File: src/rtl/pause_wm_pkg.sv
package pause_wm_pkg;

    // Watermark hysteresis state
    typedef enum logic {
        WM_RUN    = 1'b0,
        WM_PAUSED = 1'b1
    } wm_state_e;

    // Bit times covered by one pause quantum
    localparam int unsigned BITS_PER_QUANTUM = 512;

endpackage

File: src/rtl/wm_req_gen.sv
module wm_req_gen
    import pause_wm_pkg::*;
#(
    parameter int unsigned LVL_W      = 16,
    parameter int unsigned WM_W       = 13,
    parameter int unsigned Q_W        = 16,
    parameter logic [Q_W-1:0] PAUSE_TIME = 16'hF000
) (
    input  logic             clk,
    input  logic             rst_n,
    input  logic [LVL_W-1:0] level,
    input  logic [WM_W-1:0]  lwm,
    input  logic [WM_W-1:0]  hwm,
    output logic             xoff,
    output logic             xon,
    output logic [Q_W-1:0]   quanta
);

    localparam int unsigned WMB_W = WM_W + 3;
    localparam int unsigned CMP_W = (LVL_W > WMB_W) ? LVL_W : WMB_W;

    typedef struct packed {
        wm_state_e      state;
        logic           xoff;
        logic           xon;
        logic [Q_W-1:0] quanta;
    } wm_st_t;

    wm_st_t st_d, st_q;

    logic [CMP_W-1:0] lvl_c, hwm_b, lwm_b;
    logic             gen_on;

    always_comb begin
        lvl_c  = CMP_W'(level);
        hwm_b  = CMP_W'({hwm, 3'b000});
        lwm_b  = CMP_W'({lwm, 3'b000});
        gen_on = (hwm != '0);

        st_d        = st_q;
        st_d.xoff   = 1'b0;
        st_d.xon    = 1'b0;
        st_d.quanta = '0;

        unique case (st_q.state)
            WM_RUN: begin
                if (gen_on && (lvl_c > hwm_b)) begin
                    st_d.state  = WM_PAUSED;
                    st_d.xoff   = 1'b1;
                    st_d.quanta = PAUSE_TIME;
                end
            end
            WM_PAUSED: begin
                if (!gen_on || (lvl_c < lwm_b)) begin
                    st_d.state = WM_RUN;
                    st_d.xon   = 1'b1;
                end
            end
            default: st_d.state = WM_RUN;
        endcase
    end

    always_ff @(posedge clk or negedge rst_n) begin
        if (!rst_n) begin
            st_q.state  <= WM_RUN;
            st_q.xoff   <= 1'b0;
            st_q.xon    <= 1'b0;
            st_q.quanta <= '0;
        end else begin
            st_q <= st_d;
        end
    end

    assign xoff   = st_q.xoff;
    assign xon    = st_q.xon;
    assign quanta = st_q.quanta;

endmodule

File: src/rtl/peer_hold_timer.sv
module peer_hold_timer
    import pause_wm_pkg::*;
#(
    parameter int unsigned Q_W          = 16,
    parameter int unsigned BITS_PER_CYC = 64
) (
    input  logic           clk,
    input  logic           rst_n,
    input  logic           honor,
    input  logic           pause_vld,
    input  logic [Q_W-1:0] pause_quanta,
    output logic           hold
);

    localparam int unsigned QUANTUM_CYC = BITS_PER_QUANTUM / BITS_PER_CYC;
    localparam int unsigned Q_SHIFT     = $clog2(QUANTUM_CYC);
    localparam int unsigned TMR_W       = Q_W + Q_SHIFT + 1;

    typedef struct packed {
        logic [TMR_W-1:0] cnt;
    } tmr_st_t;

    tmr_st_t          st_d, st_q;
    logic [TMR_W-1:0] load_val;

    generate
        if ((QUANTUM_CYC & (QUANTUM_CYC - 1)) == 0) begin : g_shift
            assign load_val = TMR_W'(pause_quanta) << Q_SHIFT;
        end else begin : g_mult
            assign load_val = TMR_W'(pause_quanta) * TMR_W'(QUANTUM_CYC);
        end
    endgenerate

    always_comb begin
        st_d = st_q;
        if (!honor) begin
            st_d.cnt = '0;
        end else if (pause_vld) begin
            st_d.cnt = load_val;
        end else if (st_q.cnt != '0) begin
            st_d.cnt = st_q.cnt - TMR_W'(1);
        end
    end

    always_ff @(posedge clk or negedge rst_n) begin
        if (!rst_n) begin
            st_q.cnt <= '0;
        end else begin
            st_q <= st_d;
        end
    end

    assign hold = (st_q.cnt != '0);

endmodule

File: src/rtl/frame_len_check.sv
module frame_len_check #(
    parameter int unsigned LEN_W = 14,
    parameter int unsigned CNT_W = 16
) (
    input  logic             clk,
    input  logic             rst_n,
    input  logic             end_vld,
    input  logic [LEN_W-1:0] len,
    input  logic [LEN_W-1:0] max_len,
    output logic [CNT_W-1:0] cnt
);

    typedef struct packed {
        logic [CNT_W-1:0] cnt;
    } len_st_t;

    len_st_t st_d, st_q;

    always_comb begin
        st_d = st_q;
        if (end_vld && (len > max_len) && (st_q.cnt != '1)) begin
            st_d.cnt = st_q.cnt + CNT_W'(1);
        end
    end

    always_ff @(posedge clk or negedge rst_n) begin
        if (!rst_n) begin
            st_q.cnt <= '0;
        end else begin
            st_q <= st_d;
        end
    end

    assign cnt = st_q.cnt;

endmodule

File: src/rtl/pause_wm_ctrl.sv
module pause_wm_ctrl #(
    parameter int unsigned LVL_W        = 16,
    parameter int unsigned WM_W         = 13,
    parameter int unsigned Q_W          = 16,
    parameter int unsigned LEN_W        = 14,
    parameter int unsigned CNT_W        = 16,
    parameter int unsigned BITS_PER_CYC = 64,
    parameter logic [Q_W-1:0] PAUSE_TIME = 16'hF000
) (
    input  logic             clk,
    input  logic             rst_n,
    input  logic [LVL_W-1:0] fifo_level,
    input  logic [WM_W-1:0]  cfg_lwm,
    input  logic [WM_W-1:0]  cfg_hwm,
    input  logic             cfg_honor_pause,
    input  logic [LEN_W-1:0] cfg_max_len,
    input  logic             rx_pause_vld,
    input  logic [Q_W-1:0]   rx_pause_quanta,
    input  logic             frm_end_vld,
    input  logic [LEN_W-1:0] frm_len,
    output logic             xoff_req,
    output logic             xon_req,
    output logic [Q_W-1:0]   req_quanta,
    output logic             tx_hold,
    output logic [CNT_W-1:0] oversize_cnt
);

    wm_req_gen #(
        .LVL_W      (LVL_W),
        .WM_W       (WM_W),
        .Q_W        (Q_W),
        .PAUSE_TIME (PAUSE_TIME)
    ) u_wm (
        .clk    (clk),
        .rst_n  (rst_n),
        .level  (fifo_level),
        .lwm    (cfg_lwm),
        .hwm    (cfg_hwm),
        .xoff   (xoff_req),
        .xon    (xon_req),
        .quanta (req_quanta)
    );

    peer_hold_timer #(
        .Q_W          (Q_W),
        .BITS_PER_CYC (BITS_PER_CYC)
    ) u_hold (
        .clk          (clk),
        .rst_n        (rst_n),
        .honor        (cfg_honor_pause),
        .pause_vld    (rx_pause_vld),
        .pause_quanta (rx_pause_quanta),
        .hold         (tx_hold)
    );

    frame_len_check #(
        .LEN_W (LEN_W),
        .CNT_W (CNT_W)
    ) u_len (
        .clk     (clk),
        .rst_n   (rst_n),
        .end_vld (frm_end_vld),
        .len     (frm_len),
        .max_len (cfg_max_len),
        .cnt     (oversize_cnt)
    );

endmodule

File: config.mk
export PLATFORM = sky130hd
export DESIGN_NAME = pause_wm_ctrl
export DESIGN_NICKNAME = d
export VERILOG_FILES = /design/src/rtl/pause_wm_pkg.sv /design/src/rtl/wm_req_gen.sv /design/src/rtl/peer_hold_timer.sv /design/src/rtl/frame_len_check.sv /design/src/rtl/pause_wm_ctrl.sv
export SDC_FILE = /design/constraint.sdc
export NUM_CORES = 1
export LEC_CHECK = 0
export BUFFER_PORTS_ARGS = -buffer_cell sky130_fd_sc_hd__buf_4
export CAP_MARGIN = 25
export CORE_MARGIN = 8
export CORE_UTILIZATION = 49
export DETAILED_ROUTE_END_ITERATION = 8
export PLACE_DENSITY_LB_ADDON = 0.12
export SLEW_MARGIN = 20
export SYNTH_ARGS = -nofsm -noshare
export SYNTH_HDL_FRONTEND = slang
export SYNTH_SLANG_ARGS = --single-unit
File: constraint.sdc
create_clock -name clk -period 3.38 [get_ports clk]
set_input_delay 1.014 -clock clk [delete_from_list [all_inputs] [get_ports clk]]
set_output_delay 1.014 -clock clk [all_outputs]
set_load 0.05 [all_outputs]
# Yosys cells after proc, flatten, opt, wreduce, memory -nomap -nowiden
# Cells that the tools add are included.
# W data, S select, Z words.
word_totals:
  elab_cells: 32
  latchBits: 0
  ff_bits: 55
  romBits: 0
  output_inout_bits: 35
  memories: 0
  ramBits: 0
classes:
  n_eq_ne: 2
  magnitude_cmp: 3
  muxes: 11
  n_div: 0
  reduce_logical: 7
  shift: 0
  bitwise: 1
  addsub: 2
  n_mul: 0
ops:
  columns: ["operator", "n"]
  rows:
  - ["$mux W20", 3]
  - ["$mux W16", 2]
  - ["$reduce_bool A20 Y1", 1]
  - ["$sub A20 B1 Y20 const B", 1]
  - ["$add A16 B1 Y16 const B", 1]
  - ["$gt A16 B16 Y1", 1]
  - ["$lt A16 B16 Y1", 1]
  - ["$ne A16 B16 Y1 const B", 1]
  - ["$gt A14 B14 Y1", 1]
  - ["$reduce_bool A13 Y1", 1]
  - ["$mux W1", 4]
  - ["$logic_and A1 B1 Y1", 3]
  - ["$ne A3 B1 Y1 const B", 1]
  - ["$mux W2", 1]
  - ["$pmux W1 S2", 1]
  - ["$logic_not A1 Y1", 1]
  - ["$logic_or A1 B1 Y1", 1]
  - ["$not A1 Y1", 1]

# Longest topological paths before layout
# Gate-level depths: netlist of the first run.
depth:
  ltp_word: 5
  ltp_mapped: 9

# Hierarchy
# From an unflattened synthesis of the first run, not the netlist that was laid out.
unflattened:
  hier_cells: 366
  area_unflattened_um2: 3226.8
by_module_without_submodules:
  columns: ["mod", "n_inst", "area_each_um2", "seq_area_each_um2", "cells_each"]
  rows:
  - ["peer_hold_timer", 1, 1183.6, 500.5, 128]
  - ["frame_len_check", 1, 1132.3, 400.4, 121]
  - ["wm_req_gen", 1, 910.9, 75.1, 117]

# Worst setup path after synthesis of the first run
# No wires, ideal clock.
synth_timing:
  path_type: "register -> output"
  start: "register u_hold.st_q[12] (netlist name)"
  end: "output port tx_hold"
  n_path_buf: 1
  slack_ps: 340
  path_stages_with_launch: 5
  t_arrival_ps: 2026
  cell_sequence: "dfrtp_1 or4_4 or4_4 or4_4 buf_6"
synth_between:
  elab_chain_cells: 1
synth_lines:
  columns: ["item", "line", "rtl"]
  rows:
  - ["start, declared", "peer_hold_timer.sv:23", "tmr_st_t st_d, st_q;"]
  - ["start signal, assigned", "peer_hold_timer.sv:49", "st_q <= st_d;"]
  - ["$reduce_bool A20 Y1", "peer_hold_timer.sv:53", "assign hold = (st_q.cnt != '0);"]
  - ["end, declared", "pause_wm_ctrl.sv:24", "output logic tx_hold,"]
# No other way between the ends.

# Worst setup path after layout of the first run
# Same ends and word-level chain as after synthesis.

==> flow_results.xml, run 1 <==
<?xml version="1.0" encoding="UTF-8"?>
<metrics>
  <group name="run_status">
    <metric name="run_status" unit="">complete, no violations</metric>
  </group>
  <group name="sta">
    <metric name="timing.final.crit_share" unit="%">99.14</metric>
    <metric name="rsz_0062_raised_after_global_routing" unit="">yes</metric>
    <metric name="timing.final.setup_violations" unit="">0</metric>
    <metric name="final-max-slew-violation-count" unit="">0</metric>
    <metric name="clock_skew" unit="ns">0.005607</metric>
    <metric name="finalCriticalPeriod" unit="ns">3.351</metric>
    <metric name="hold_viol_final" unit="">0</metric>
    <metric name="postLayoutSetupSlackWorst" unit="ns">0.02907</metric>
    <metric name="setup_tns" unit="ns">0</metric>
    <metric name="finalHoldWorstSlack" unit="ns">0.4994</metric>
    <metric name="maxClockFrequency" unit="GHz">0.2984</metric>
  </group>
  <group name="place">
    <metric name="dp_slack" unit="ns">0.2427</metric>
    <metric name="placed_area" unit="um2">4005</metric>
    <metric name="dpl.hpwl" unit="mm">6.285</metric>
    <metric name="numPortBuffers" unit="">113</metric>
    <metric name="routabilityCongestion" unit="">0.8139</metric>
  </group>
  <group name="worst_setup_path">
    <metric name="critPathArrivalTime" unit="ns">2.34</metric>
    <metric name="critical-path-max-stage-delay" unit="ns">0.56</metric>
    <metric name="timing.critical_path.required" unit="ns">2.37</metric>
    <metric name="timing.critical_path.mode_cell" unit="">sky130_fd_sc_hd__or4_4</metric>
    <metric name="critical_path_startpoint_category" unit="">flop</metric>
    <metric name="critical-path-slowest-cell" unit="">sky130_fd_sc_hd__or4_4</metric>
    <metric name="worstSetupEndpointType" unit="">output pin</metric>
    <metric name="critPathKind" unit="">flop to output pin</metric>
    <metric name="cp_cell_sequence" unit="">or4_4, or4_4, or4_4, buf_8</metric>
    <metric name="path_max_fanout" unit="">5</metric>
  </group>
  <group name="cells_and_area">
    <metric name="drive_above_1_share" unit="%">28.60</metric>
    <metric name="finalCoreUtilization" unit="%">65.92</metric>
    <metric name="nets" unit="">604</metric>
    <metric name="area_growth_syn_to_layout" unit="%">31.18</metric>
    <metric name="design_area" unit="um2">4138</metric>
    <metric name="antenna-diode-count" unit="">0</metric>
    <metric name="fillerInstances" unit="">556</metric>
  </group>
  <group name="synth">
    <metric name="netlist.area_leader.share" unit="%">30.94</metric>
    <metric name="synth_seq_cells" unit="">39</metric>
    <metric name="synth_top_area_cell" unit="">sky130_fd_sc_hd__dfrtp_1</metric>
    <metric name="syn-instance-count" unit="">359</metric>
    <metric name="most_frequently_used_cell_type_in_the_post_synthesis_netlist" unit="">sky130_fd_sc_hd__inv_1</metric>
    <metric name="post_synth_num_cell_types" unit="">42</metric>
    <metric name="largest_cells_by_area_after_synthesis" unit="">sky130_fd_sc_hd__dfrtp_1 31%, sky130_fd_sc_hd__ha_1 17%, sky130_fd_sc_hd__xor2_1 6.4%, sky130_fd_sc_hd__inv_1 5.1%, sky130_fd_sc_hd__buf_4 3.8%</metric>
    <metric name="netlist_area" unit="um2">3154</metric>
    <metric name="synth_commonest_cells" unit="">43 x sky130_fd_sc_hd__inv_1, 42 x sky130_fd_sc_hd__ha_1, 39 x sky130_fd_sc_hd__dfrtp_1, 30 x sky130_fd_sc_hd__nor2_1, 23 x sky130_fd_sc_hd__xor2_1</metric>
    <metric name="post_synth.cell_area_avg" unit="um2">8.786</metric>
    <metric name="synth-warning-count" unit="">0</metric>
    <metric name="synthArstFlopShare" unit="%">100.0</metric>
    <metric name="count_of_flip_flops_with_a_built_in_enable_after_synthesis" unit="">0</metric>
    <metric name="synthFlopType" unit="">sky130_fd_sc_hd__dfrtp_1</metric>
    <metric name="synth.yosys.seq_area_share" unit="%">30.94</metric>
  </group>
  <group name="detailed_routing">
    <metric name="remaining_antenna_violation_count" unit="">0</metric>
    <metric name="wl" unit="mm">7.633</metric>
    <metric name="post_drt_via_cell_ratio" unit="">5.111</metric>
    <metric name="detailedRoute.firstIterationViolations" unit="">72</metric>
    <metric name="number_of_drc_violations_after_detailed_routing" unit="">0</metric>
    <metric name="routedWlPerCell" unit="um">13.90</metric>
    <metric name="routed-via-count" unit="">2806</metric>
    <metric name="drt-pass1-iter-count" unit="">4</metric>
  </group>
  <group name="min_path">
    <metric name="hold_class" unit="">flop to flop</metric>
  </group>
  <group name="clocking">
    <metric name="cts_buffers" unit="">5</metric>
    <metric name="cts_tree" unit="">done</metric>
    <metric name="clk_pin_slew" unit="ns">0.08</metric>
    <metric name="cts_num_sinks" unit="">39</metric>
    <metric name="clockRootBuffer" unit="">sky130_fd_sc_hd__clkbuf_8</metric>
    <metric name="clk-insertion-delay-late" unit="ns">0.29</metric>
    <metric name="count_of_hold_fix_buffers_inserted_at_cts" unit="">0</metric>
    <metric name="h-tree-depth" unit="">2</metric>
    <metric name="cts-root-to-sink-buffers" unit="">2</metric>
  </group>
  <group name="pwr">
    <metric name="power.ir.vdd_worst" unit="uV">354.7</metric>
    <metric name="p_per_area" unit="nW/um2">434.9</metric>
    <metric name="total_leakage_power" unit="nW">2.283</metric>
  </group>
  <group name="die">
    <metric name="placeableCoreArea" unit="um2">6277</metric>
    <metric name="initial_cell_density_of_the_core" unit="%">50.25</metric>
    <metric name="floorplan.die.width" unit="um">96.23</metric>
    <metric name="ports" unit="">126</metric>
    <metric name="fp.dieH" unit="um">96.23</metric>
    <metric name="row_count" unit="">29</metric>
    <metric name="design.die.area" unit="um2">9260</metric>
  </group>
  <group name="global_routing">
    <metric name="track_usage" unit="%">16.57</metric>
    <metric name="antenna_violations_before_repair" unit="">0</metric>
    <metric name="grt.overflow.total" unit="">0</metric>
    <metric name="grt_pass1_vias" unit="">2866</metric>
    <metric name="grt_pass1_wl" unit="mm">12.38</metric>
    <metric name="largest_net_degree_at_the_start_of_global_routing" unit="">40</metric>
  </group>
  <group name="run">
    <metric name="max_cap_violations" unit="">0</metric>
  </group>
</metrics>
stage by stage:
step / std cells / power (mW)
4_1_cts: 548 / 1.814
3_3_place_gp: 540 / 1.388
6_report: 549 / 1.800
2_1_floorplan: 370 / 1.157
3_5_place_dp: 540 / 1.403
5_1_grt: 549 / 1.916
repair_timing:
action | in CTS | in global routing
resized for setup | 2 | 0
pin swaps | 1 | 0
endpoints found under the setup margin | 1 | 1
gates cloned | 0 | 0
setup buffers | 0 | 1
registers in the layout, indices dropped and copies added, names as in the netlist:
signal and cells:
u_wm.xon 1, u_wm.quanta 1, u_len.cnt 16, u_hold.st_q 20, u_wm.st_q 1
placed cells by master, fill, tap and decap left out, types with 3 or more instances in the layout:
cell type                  Yosys  final
sky130_fd_sc_hd__inv_1        43     43
sky130_fd_sc_hd__nand2b_1      5      5
sky130_fd_sc_hd__mux2i_1       7      7
sky130_fd_sc_hd__nor2b_1       7      7
sky130_fd_sc_hd__ha_1         42     42
sky130_fd_sc_hd__xnor2_1       7      7
sky130_fd_sc_hd__nor2_1       30     30
sky130_fd_sc_hd__conb_1        1     12
sky130_fd_sc_hd__nand3_1      11     11
sky130_fd_sc_hd__nor3_1        8      8
sky130_fd_sc_hd__clkbuf_8      0      6
sky130_fd_sc_hd__nor4_1       13     13
sky130_fd_sc_hd__a21oi_1      22     22
sky130_fd_sc_hd__xor2_1       23     23
sky130_fd_sc_hd__a211oi_1      4      4
sky130_fd_sc_hd__or4_4         3      3
sky130_fd_sc_hd__o21ai_0       4      4
sky130_fd_sc_hd__nand2_1      18     18
sky130_fd_sc_hd__buf_4        16    117
sky130_fd_sc_hd__dfrtp_1      39     39
sky130_fd_sc_hd__nand4_1      13     13
sky130_fd_sc_hd__and3_1        3      3
sky130_fd_sc_hd__a21o_1        9      9
worst paths after layout:
check / to / depth (start not counted) / startpoint / slack (ns)
max: tx_hold / 4 / u_hold.st_q[12]$_DFFE_PN0P_ / 0.03
min: u_len.cnt[9]$_DFFE_PN0P_ / 1 / u_len.cnt[9]$_DFFE_PN0P_ / 0.50
max reg2reg: u_hold.st_q[3]$_DFFE_PN0P_ / 6 / u_hold.st_q[12]$_DFFE_PN0P_ / 0.72
min reg2reg: u_len.cnt[9]$_DFFE_PN0P_ / 1 / u_len.cnt[9]$_DFFE_PN0P_ / 0.50
max in group asynchronous: u_len.cnt[6]$_DFFE_PN0P_ / 1 / rst_n / 2.37
min in group asynchronous: u_hold.st_q[6]$_DFFE_PN0P_ / 1 / rst_n / 0.68
cell type report:
cell class | count | area [um2] | area share [%]
clock inverters | 2 | 35.03 | 0.8467
repair buffers | 118 | 893.4 | 21.59
flip-flops and latches | 39 | 975.9 | 23.59
inverters | 43 | 161.4 | 3.901
multi-input cells | 264 | 1893 | 45.75
clock buffers | 6 | 82.58 | 1.996
well taps | 77 | 96.34 | 2.328
power breakdown:
part / internal, mW / leakage (nW) / switching [mW] / total, mW
sequential: 0.539 / 0.508 / 0.0900 / 0.629
combinational: 0.300 / 1.71 / 0.464 / 0.764
clock: 0.239 / 0.0612 / 0.168 / 0.407
worst max-delay path: cells and delay by family, from the launching register on:
family | cells | cell delay (ns)
buf+inv | 1 | 0.17
simple gates | 3 | 1.47
flops | 1 | 0.40
layer usage:
layer / GRT usage (%) / vias to the layer above / share of wire, %
li1: - / 1437 / -
met1: 19.28 / 1272 / 42
met2: 28.04 / 87 / 48
met3: 5.226 / 10 / 8.2
met4: 5.762 / 0 / 1.7
met5: 0 / - / 0
cells by family (layout without fill, tap and decap cells):
| family | after synthesis | count (layout) | synth area share, % |
|---|---|---|---|
| adder cells (fa/ha/maj) | 42 | 42 | 16.66 |
| buffers and inverters | 67 | 169 | 10.35 |
| AND/OR/NAND/NOR | 123 | 123 | 20.83 |
| XOR/XNOR | 30 | 30 | 8.330 |
| AO/OA/AOI/OAI | 49 | 49 | 10.19 |
| other | 1 | 12 | 0.1189 |
| flip-flops | 39 | 39 | 30.94 |
| multiplexers | 8 | 8 | 2.578 |
(Power assumes the default switching activity.)
==> run 2: changes to the inputs <==
- CORE_UTILIZATION: 49 -> 50
- SYNTH_HIERARCHICAL: unset -> 1
==> flow_results.xml, run 2 <==
<?xml version="1.0" encoding="UTF-8"?>
<metrics>
  <group name="run_status">
    <metric name="run_status" unit="">complete, no violations</metric>
  </group>
  <group name="clocking">
    <metric name="cts_repair_resizes" unit="">0</metric>
    <metric name="cts_num_sinks" unit="">39</metric>
    <metric name="clk_pin_slew" unit="ns">0.08</metric>
    <metric name="post-cts-setup-buffers" unit="">0</metric>
    <metric name="count_of_hold_fix_buffers_inserted_at_cts" unit="">0</metric>
    <metric name="cts_buffers" unit="">5</metric>
    <metric name="cts_tree" unit="">done</metric>
    <metric name="clockRootBuffer" unit="">sky130_fd_sc_hd__clkbuf_8</metric>
    <metric name="h-tree-depth" unit="">2</metric>
    <metric name="cts-root-to-sink-buffers" unit="">2</metric>
    <metric name="clk-insertion-delay-late" unit="ns">0.29</metric>
  </group>
  <group name="synth">
    <metric name="synth_simple_gate_area_share" unit="%">23.03</metric>
    <metric name="synthAdderAreaFrac" unit="%">16.29</metric>
    <metric name="synth.yosys.seq_area_share" unit="%">30.24</metric>
    <metric name="count_of_flip_flops_with_a_built_in_enable_after_synthesis" unit="">0</metric>
    <metric name="post_synth_mux_area_share" unit="%">0.8143</metric>
    <metric name="post_synth_num_cell_types" unit="">55</metric>
    <metric name="synth-xor-area-share" unit="%">8.414</metric>
    <metric name="synthFlopType" unit="">sky130_fd_sc_hd__dfrtp_1</metric>
    <metric name="main_combinational_cell_family_by_area_after_synthesis" unit="">simple AND/OR/NAND/NOR gates</metric>
    <metric name="most_frequently_used_cell_type_in_the_post_synthesis_netlist" unit="">sky130_fd_sc_hd__inv_1</metric>
    <metric name="synthArstFlopShare" unit="%">100.0</metric>
    <metric name="netlist_area" unit="um2">3227</metric>
    <metric name="synth_commonest_cells" unit="">44 x sky130_fd_sc_hd__inv_1, 42 x sky130_fd_sc_hd__ha_1, 39 x sky130_fd_sc_hd__dfrtp_1, 36 x sky130_fd_sc_hd__nand2_1, 22 x sky130_fd_sc_hd__xnor2_1</metric>
    <metric name="synth_compound_area_share" unit="%">11.17</metric>
    <metric name="synth_top_area_cell" unit="">sky130_fd_sc_hd__dfrtp_1</metric>
    <metric name="post_synth.cell_area_avg" unit="um2">8.817</metric>
    <metric name="synth-warning-count" unit="">6</metric>
    <metric name="synth_seq_cells" unit="">39</metric>
    <metric name="largest_cells_by_area_after_synthesis" unit="">sky130_fd_sc_hd__dfrtp_1 30%, sky130_fd_sc_hd__ha_1 16%, sky130_fd_sc_hd__xnor2_1 6.0%, sky130_fd_sc_hd__inv_1 5.1%, sky130_fd_sc_hd__nand2_1 4.2%</metric>
    <metric name="netlist.area_leader.share" unit="%">30.24</metric>
    <metric name="syn-instance-count" unit="">366</metric>
  </group>
  <group name="worst_setup_path">
    <metric name="critPathKind" unit="">flop to output pin</metric>
    <metric name="critPathArrivalTime" unit="ns">1.81</metric>
    <metric name="path_max_fanout" unit="">7</metric>
    <metric name="worst_setup_path_startpoint" unit="">u_hold/st_q[7]$_DFFE_PN0P_</metric>
    <metric name="critical_path_startpoint_category" unit="">flop</metric>
    <metric name="timing.critical_path.required" unit="ns">2.37</metric>
    <metric name="worstSetupEndpointType" unit="">output pin</metric>
    <metric name="critical_path.reg2reg.startpoint" unit="">u_hold/st_q[0]$_DFFE_PN0P_</metric>
  </group>
  <group name="detailed_routing">
    <metric name="remaining_antenna_violation_count" unit="">0</metric>
    <metric name="post_drt_via_cell_ratio" unit="">5.126</metric>
    <metric name="wl" unit="mm">7.923</metric>
    <metric name="number_of_drc_violations_after_detailed_routing" unit="">0</metric>
    <metric name="routedWlPerCell" unit="um">14.30</metric>
    <metric name="drt-pass1-iter-count" unit="">4</metric>
    <metric name="detailedRoute.firstIterationViolations" unit="">67</metric>
    <metric name="routed-via-count" unit="">2840</metric>
  </group>
  <group name="pwr">
    <metric name="p_per_area" unit="nW/um2">433.9</metric>
    <metric name="power.ir.vdd_worst" unit="uV">649.9</metric>
    <metric name="total_leakage_power" unit="nW">2.148</metric>
  </group>
  <group name="sta">
    <metric name="maxClockFrequency" unit="GHz">0.3537</metric>
    <metric name="finalCriticalPeriod" unit="ns">2.827</metric>
    <metric name="worst_slew_margin_rel" unit="%">53.97</metric>
    <metric name="final-max-slew-violation-count" unit="">0</metric>
    <metric name="tightest_slew" unit="ns">0.6901</metric>
    <metric name="clock_skew" unit="ns">0.008057</metric>
    <metric name="timing.final.crit_share" unit="%">83.64</metric>
    <metric name="setup_tns" unit="ns">0</metric>
    <metric name="hold_viol_final" unit="">0</metric>
    <metric name="timing.final.setup_violations" unit="">0</metric>
    <metric name="rsz_0062_raised_after_global_routing" unit="">no</metric>
    <metric name="finalHoldWorstSlack" unit="ns">0.5138</metric>
  </group>
  <group name="cells_and_area">
    <metric name="multiInputGateArea" unit="um2">1972</metric>
    <metric name="layout_commonest_cell" unit="">sky130_fd_sc_hd__buf_4</metric>
    <metric name="finalCoreUtilization" unit="%">66.43</metric>
    <metric name="seq_area" unit="um2">975.9</metric>
    <metric name="nets" unit="">609</metric>
    <metric name="antenna-diode-count" unit="">0</metric>
    <metric name="top_regs" unit="">u_hold/st_q x20, u_len/cnt x16</metric>
    <metric name="mostFrequentLayoutCells" unit="">113 x sky130_fd_sc_hd__buf_4, 44 x sky130_fd_sc_hd__inv_1, 42 x sky130_fd_sc_hd__ha_1</metric>
    <metric name="max_flop_register" unit="">u_hold/st_q</metric>
    <metric name="fillerInstances" unit="">541</metric>
    <metric name="largest_reg_flops" unit="">20</metric>
    <metric name="design_area" unit="um2">4194</metric>
    <metric name="area_growth_syn_to_layout" unit="%">29.97</metric>
    <metric name="drive_above_1_share" unit="%">28.72</metric>
  </group>
  <group name="place">
    <metric name="numPortBuffers" unit="">113</metric>
    <metric name="dpl.hpwl" unit="mm">6.578</metric>
    <metric name="routabilityCongestion" unit="">0.8441</metric>
    <metric name="placed_area" unit="um2">4058</metric>
  </group>
  <group name="min_path">
    <metric name="hold_class" unit="">flop to flop</metric>
    <metric name="hp-start" unit="">u_len/cnt[8]$_DFFE_PN0P_</metric>
  </group>
  <group name="die">
    <metric name="ports" unit="">126</metric>
    <metric name="fp.dieH" unit="um">96.34</metric>
    <metric name="initial_cell_density_of_the_core" unit="%">51.11</metric>
    <metric name="design.die.area" unit="um2">9280</metric>
    <metric name="row_count" unit="">29</metric>
    <metric name="floorplan.die.width" unit="um">96.34</metric>
    <metric name="placeableCoreArea" unit="um2">6314</metric>
  </group>
  <group name="global_routing">
    <metric name="antenna_violations_before_repair" unit="">0</metric>
    <metric name="grt_pass1_wl" unit="mm">12.94</metric>
    <metric name="largest_net_degree_at_the_start_of_global_routing" unit="">40</metric>
    <metric name="track_usage" unit="%">17.41</metric>
    <metric name="grt_pass1_vias" unit="">2876</metric>
    <metric name="grt.overflow.total" unit="">0</metric>
  </group>
  <group name="run">
    <metric name="max_cap_violations" unit="">0</metric>
  </group>
</metrics>
-- run 2: cell types whose count changed after synthesis, sizes merged, moves of 4 or more --
cell | before | now
nor3 | 8 | 4
nand4 | 13 | 18
xnor2 | 7 | 22
o21ai | 5 | 17
xor2 | 23 | 9
nand2 | 18 | 36
nor2 | 30 | 18
mux2i | 7 | 0
a21o | 9 | 5
a21oi | 22 | 18
clkbuf | 6 | 2
-- run 2: cells by family (layout without fill, tap and decap cells) --
logic type	after synthesis	after routing
xor+xnor	31	31
fa+ha+maj	42	42
buf+inv	65	165
other cells	1	12
simple gates	130	130
compound gates	56	56
flops	39	39
mux	2	2
-- run 2: final timing paths --
check / slack, ns / to / depth (start not counted)
max: 0.55 / tx_hold / 4
max in group asynchronous: 2.35 / u_hold/st_q[18]$_DFFE_PN0P_ / 1
min reg2reg: 0.51 / u_len/cnt[8]$_DFFE_PN0P_ / 1
min: 0.51 / u_len/cnt[8]$_DFFE_PN0P_ / 1
max reg2reg: 1.01 / u_hold/st_q[9]$_DFFE_PN0P_ / 6
min in group asynchronous: 0.67 / u_len/cnt[4]$_DFFE_PN0P_ / 1
-- run 2: metrics by stage --
stage | setup slack [ns] | instances | total power [mW]
floorplan | 0.7004 | 377 | 1.135
global placement | 0.4559 | 546 | 1.349
detailed placement | 0.4260 | 546 | 1.362
CTS | 0.5388 | 554 | 1.838
global route | 0.4199 | 554 | 1.938
finish | 0.5530 | 554 | 1.820
-- run 2: worst max-delay path: stages (launching register included) --
cell and delay (ns):
sky130_fd_sc_hd__dfrtp_1 0.49, sky130_fd_sc_hd__or4_1 0.59, sky130_fd_sc_hd__nor2_1 0.12, sky130_fd_sc_hd__nand4_1 0.09, sky130_fd_sc_hd__buf_4 0.23
-- run 2: per-layer routing --
metal	global-route usage [%]	part of all wire [%]	vias up
met2	30.65	50	68
met1	20.94	42	1297
li1	-	-	1468
met5	0	0	-
met3	3.900	6.9	7
met4	4.288	0.83	0
-- run 2: final cells by class --
| class | instances | area share, % |
|---|---|---|
| multi-input cells | 273 | 47.02 |
| clock inverters | 3 | 1.611 |
| inverters | 44 | 3.938 |
| repair buffers | 113 | 20.23 |
| well taps | 77 | 2.297 |
| flip-flops and latches | 39 | 23.27 |
| clock buffers | 5 | 1.641 |
-- run 2: report_power, final --
part           total, mW  leakage [nW]  internal [mW]  switching (mW)
Clock              0.464        0.0644          0.294           0.170
Sequential         0.622         0.516          0.532          0.0901
Combinational      0.733          1.57          0.298           0.436
==> run 3: changes to the inputs <==
- CORE_UTILIZATION: 50 -> 45
- clock period: 3.38 -> 2.4 ns (I/O delays scaled with it)
==> flow_results.xml, run 3 (synthesis results as in run 2) <==
<?xml version="1.0" encoding="UTF-8"?>
<metrics>
  <group name="place">
    <metric name="routabilityCongestion" unit="">0.8137</metric>
    <metric name="cell_total_after_placement" unit="">584</metric>
    <metric name="dpl.hpwl" unit="mm">6.927</metric>
    <metric name="numPortBuffers" unit="">113</metric>
  </group>
  <group name="die">
    <metric name="initial_cell_density_of_the_core" unit="%">45.46</metric>
    <metric name="placeableCoreArea" unit="um2">7098</metric>
    <metric name="ports" unit="">126</metric>
    <metric name="fp.dieH" unit="um">100.7</metric>
    <metric name="row_count" unit="">31</metric>
    <metric name="floorplan.die.width" unit="um">100.7</metric>
    <metric name="design.die.area" unit="um2">10140</metric>
  </group>
  <group name="worst_setup_path">
    <metric name="critical-path-max-stage-delay" unit="ns">0.57</metric>
    <metric name="endpoint" unit="">tx_hold</metric>
    <metric name="reg_to_reg_critical_path_endpoint" unit="">u_hold/st_q[11]$_DFFE_PN0P_</metric>
    <metric name="cpLargestDelayFamily" unit="">simple AND/OR/NAND/NOR gates</metric>
    <metric name="reg2reg_slack" unit="ns">0.18</metric>
    <metric name="cp_cell_sequence" unit="">or4_4, nor2_4, nand4_1, buf_6</metric>
    <metric name="critical_path_startpoint_category" unit="">flop</metric>
    <metric name="critPathKind" unit="">flop to output pin</metric>
    <metric name="path_max_fanout" unit="">3</metric>
    <metric name="critical_path.n_buffers_inverters" unit="">1</metric>
    <metric name="critPathArrivalTime" unit="ns">1.68</metric>
    <metric name="cp_num_cells" unit="">4</metric>
    <metric name="worstSetupEndpointType" unit="">output pin</metric>
    <metric name="critical-path-slowest-cell" unit="">sky130_fd_sc_hd__or4_4</metric>
    <metric name="critical_path.reg2reg.startpoint" unit="">u_hold/st_q[0]$_DFFE_PN0P_</metric>
    <metric name="length_in_cells_of_the_worst_reg_to_reg_path" unit="">6</metric>
    <metric name="worst_setup_path_startpoint" unit="">u_hold/st_q[4]$_DFFE_PN0P_</metric>
    <metric name="timing.critical_path.required" unit="ns">1.68</metric>
  </group>
  <group name="global_routing">
    <metric name="grt_pass1_wl" unit="mm">13.72</metric>
    <metric name="grt_pass1_vias" unit="">3079</metric>
    <metric name="track_usage" unit="%">16.54</metric>
    <metric name="antenna_violations_before_repair" unit="">0</metric>
    <metric name="grt.overflow.total" unit="">0</metric>
    <metric name="largest_net_degree_at_the_start_of_global_routing" unit="">40</metric>
  </group>
  <group name="detailed_routing">
    <metric name="routedWlPerCell" unit="um">14.00</metric>
    <metric name="remaining_antenna_violation_count" unit="">0</metric>
    <metric name="routed-via-count" unit="">2970</metric>
    <metric name="number_of_drc_violations_after_detailed_routing" unit="">0</metric>
    <metric name="wl" unit="mm">8.371</metric>
    <metric name="drt-pass1-iter-count" unit="">4</metric>
    <metric name="post_drt_via_cell_ratio" unit="">4.967</metric>
    <metric name="detailedRoute.firstIterationViolations" unit="">76</metric>
  </group>
  <group name="min_path">
    <metric name="hold_class" unit="">input pin to asynchronous set/reset pin</metric>
  </group>
  <group name="pwr">
    <metric name="total_leakage_power" unit="nW">2.267</metric>
    <metric name="report.power.total" unit="mW">2.572</metric>
    <metric name="p_per_area" unit="nW/um2">584.2</metric>
    <metric name="power.ir.vdd_worst" unit="uV">382.3</metric>
  </group>
  <group name="cells_and_area">
    <metric name="non_filler_cells_in_the_finished_layout" unit="">598</metric>
    <metric name="fillerInstances" unit="">655</metric>
    <metric name="top_regs" unit="">u_hold/st_q x20, u_len/cnt x16</metric>
    <metric name="drive_above_1_share" unit="%">32.67</metric>
    <metric name="nets" unit="">631</metric>
    <metric name="antenna-diode-count" unit="">0</metric>
    <metric name="largest_reg_flops" unit="">20</metric>
    <metric name="layout_commonest_cell" unit="">sky130_fd_sc_hd__buf_4</metric>
    <metric name="area_growth_syn_to_layout" unit="%">36.41</metric>
    <metric name="seq_area" unit="um2">975.9</metric>
    <metric name="mostFrequentLayoutCells" unit="">134 x sky130_fd_sc_hd__buf_4, 44 x sky130_fd_sc_hd__inv_1, 42 x sky130_fd_sc_hd__ha_1</metric>
    <metric name="multiInputGateArea" unit="um2">2002</metric>
    <metric name="max_flop_register" unit="">u_hold/st_q</metric>
  </group>
  <group name="sta">
    <metric name="hold_viol_final" unit="">0</metric>
    <metric name="final-max-slew-violation-count" unit="">0</metric>
    <metric name="tightest_slew" unit="ns">0.6505</metric>
    <metric name="finalCriticalPeriod" unit="ns">2.395</metric>
    <metric name="worst_slew_margin_rel" unit="%">56.61</metric>
    <metric name="rsz_0062_raised_after_global_routing" unit="">yes</metric>
    <metric name="timing.final.crit_share" unit="%">99.79</metric>
    <metric name="maxClockFrequency" unit="GHz">0.4175</metric>
    <metric name="timing.final.setup_violations" unit="">0</metric>
    <metric name="clock_skew" unit="ns">0.005791</metric>
  </group>
  <group name="clocking">
    <metric name="cts-root-to-sink-buffers" unit="">2</metric>
    <metric name="count_of_hold_fix_buffers_inserted_at_cts" unit="">0</metric>
    <metric name="clockRootBuffer" unit="">sky130_fd_sc_hd__clkbuf_8</metric>
    <metric name="clk-insertion-delay-late" unit="ns">0.29</metric>
    <metric name="clk_pin_slew" unit="ns">0.08</metric>
    <metric name="cts_tree" unit="">done</metric>
    <metric name="h-tree-depth" unit="">2</metric>
    <metric name="cts_buffers" unit="">5</metric>
    <metric name="cts_num_sinks" unit="">39</metric>
  </group>
  <group name="run">
    <metric name="max_cap_violations" unit="">0</metric>
  </group>
  <group name="run_status">
    <metric name="run_status" unit="">complete, no violations</metric>
  </group>
</metrics>
==> run 3: timing repair <==
action	4_1_cts	5_1_grt
buffers inserted	4	2
pin swaps	2	3
resized for setup	5	2
setup endpoints to repair	1	1
==> run 3: worst min path at each step <==
| stage | endpoint | slack [ns] | cells past startpoint |
|---|---|---|---|
| after floorplan | u_hold/st_q[0]$_DFFE_PN0P_ | 0.42 | 0 |
| after global placement | u_len/cnt[8]$_DFFE_PN0P_ | 0.50 | 1 |
| after detailed placement | u_len/cnt[8]$_DFFE_PN0P_ | 0.50 | 1 |
| after CTS | u_len/cnt[11]$_DFFE_PN0P_ | 0.40 | 1 |
| after global routing | u_len/cnt[12]$_DFFE_PN0P_ | 0.43 | 1 |
| final | u_len/cnt[11]$_DFFE_PN0P_ | 0.38 | 1 |
==> run 3: layout make-up <==
cell class / count / area share (%)
multi-input cells: 273 / 45.48
repair buffers: 135 / 23.11
flip-flops and latches: 39 / 22.17
inverters: 44 / 3.752
well taps: 99 / 2.814
clock buffers: 6 / 1.876
clock inverters: 2 / 0.7959
==> run 3: worst reg2reg max path: stages (launching register included) <==
cell,delay [ns]
sky130_fd_sc_hd__dfrtp_1,0.38
sky130_fd_sc_hd__buf_4,0.15
sky130_fd_sc_hd__or4_4,0.56
sky130_fd_sc_hd__or4_4,0.50
sky130_fd_sc_hd__nor4b_4,0.29
sky130_fd_sc_hd__xnor2_1,0.16
sky130_fd_sc_hd__o21ai_2,0.07
==> run 3: per-layer routing <==
metal,up-vias,routed length (um),global-route usage (%)
met2,85,3980,28.12
met3,13,493,3.522
met5,-,0,0
met1,1359,3750,20.10
li1,1513,-,-
met4,0,147,5.581
==> run 3: where the power goes <==
part           leakage (nW)  total [mW]  switching, mW  internal [mW]
combinational          1.69        1.14          0.660          0.479
sequential            0.516       0.861          0.111          0.750
clock                0.0612       0.571          0.235          0.336
total                  2.27        2.57           1.01           1.57
==> run 3: stage by stage <==
step                      util [%]  worst slack [ns]  hold WS, ns  TNS [ns]  area, um2
final                        62.01          0.004971       0.3771         0       4402
after global routing         62.01          -0.03430       0.4282  -0.03430       4402
after CTS                    61.61         0.0003982       0.4005         0       4373
after detailed placement     59.25          -0.08451       0.4975   -0.5230       4205
after global placement       59.25          -0.04933       0.4992   -0.2228       4205
after floorplan                  -           0.01444       0.4244         0       3268
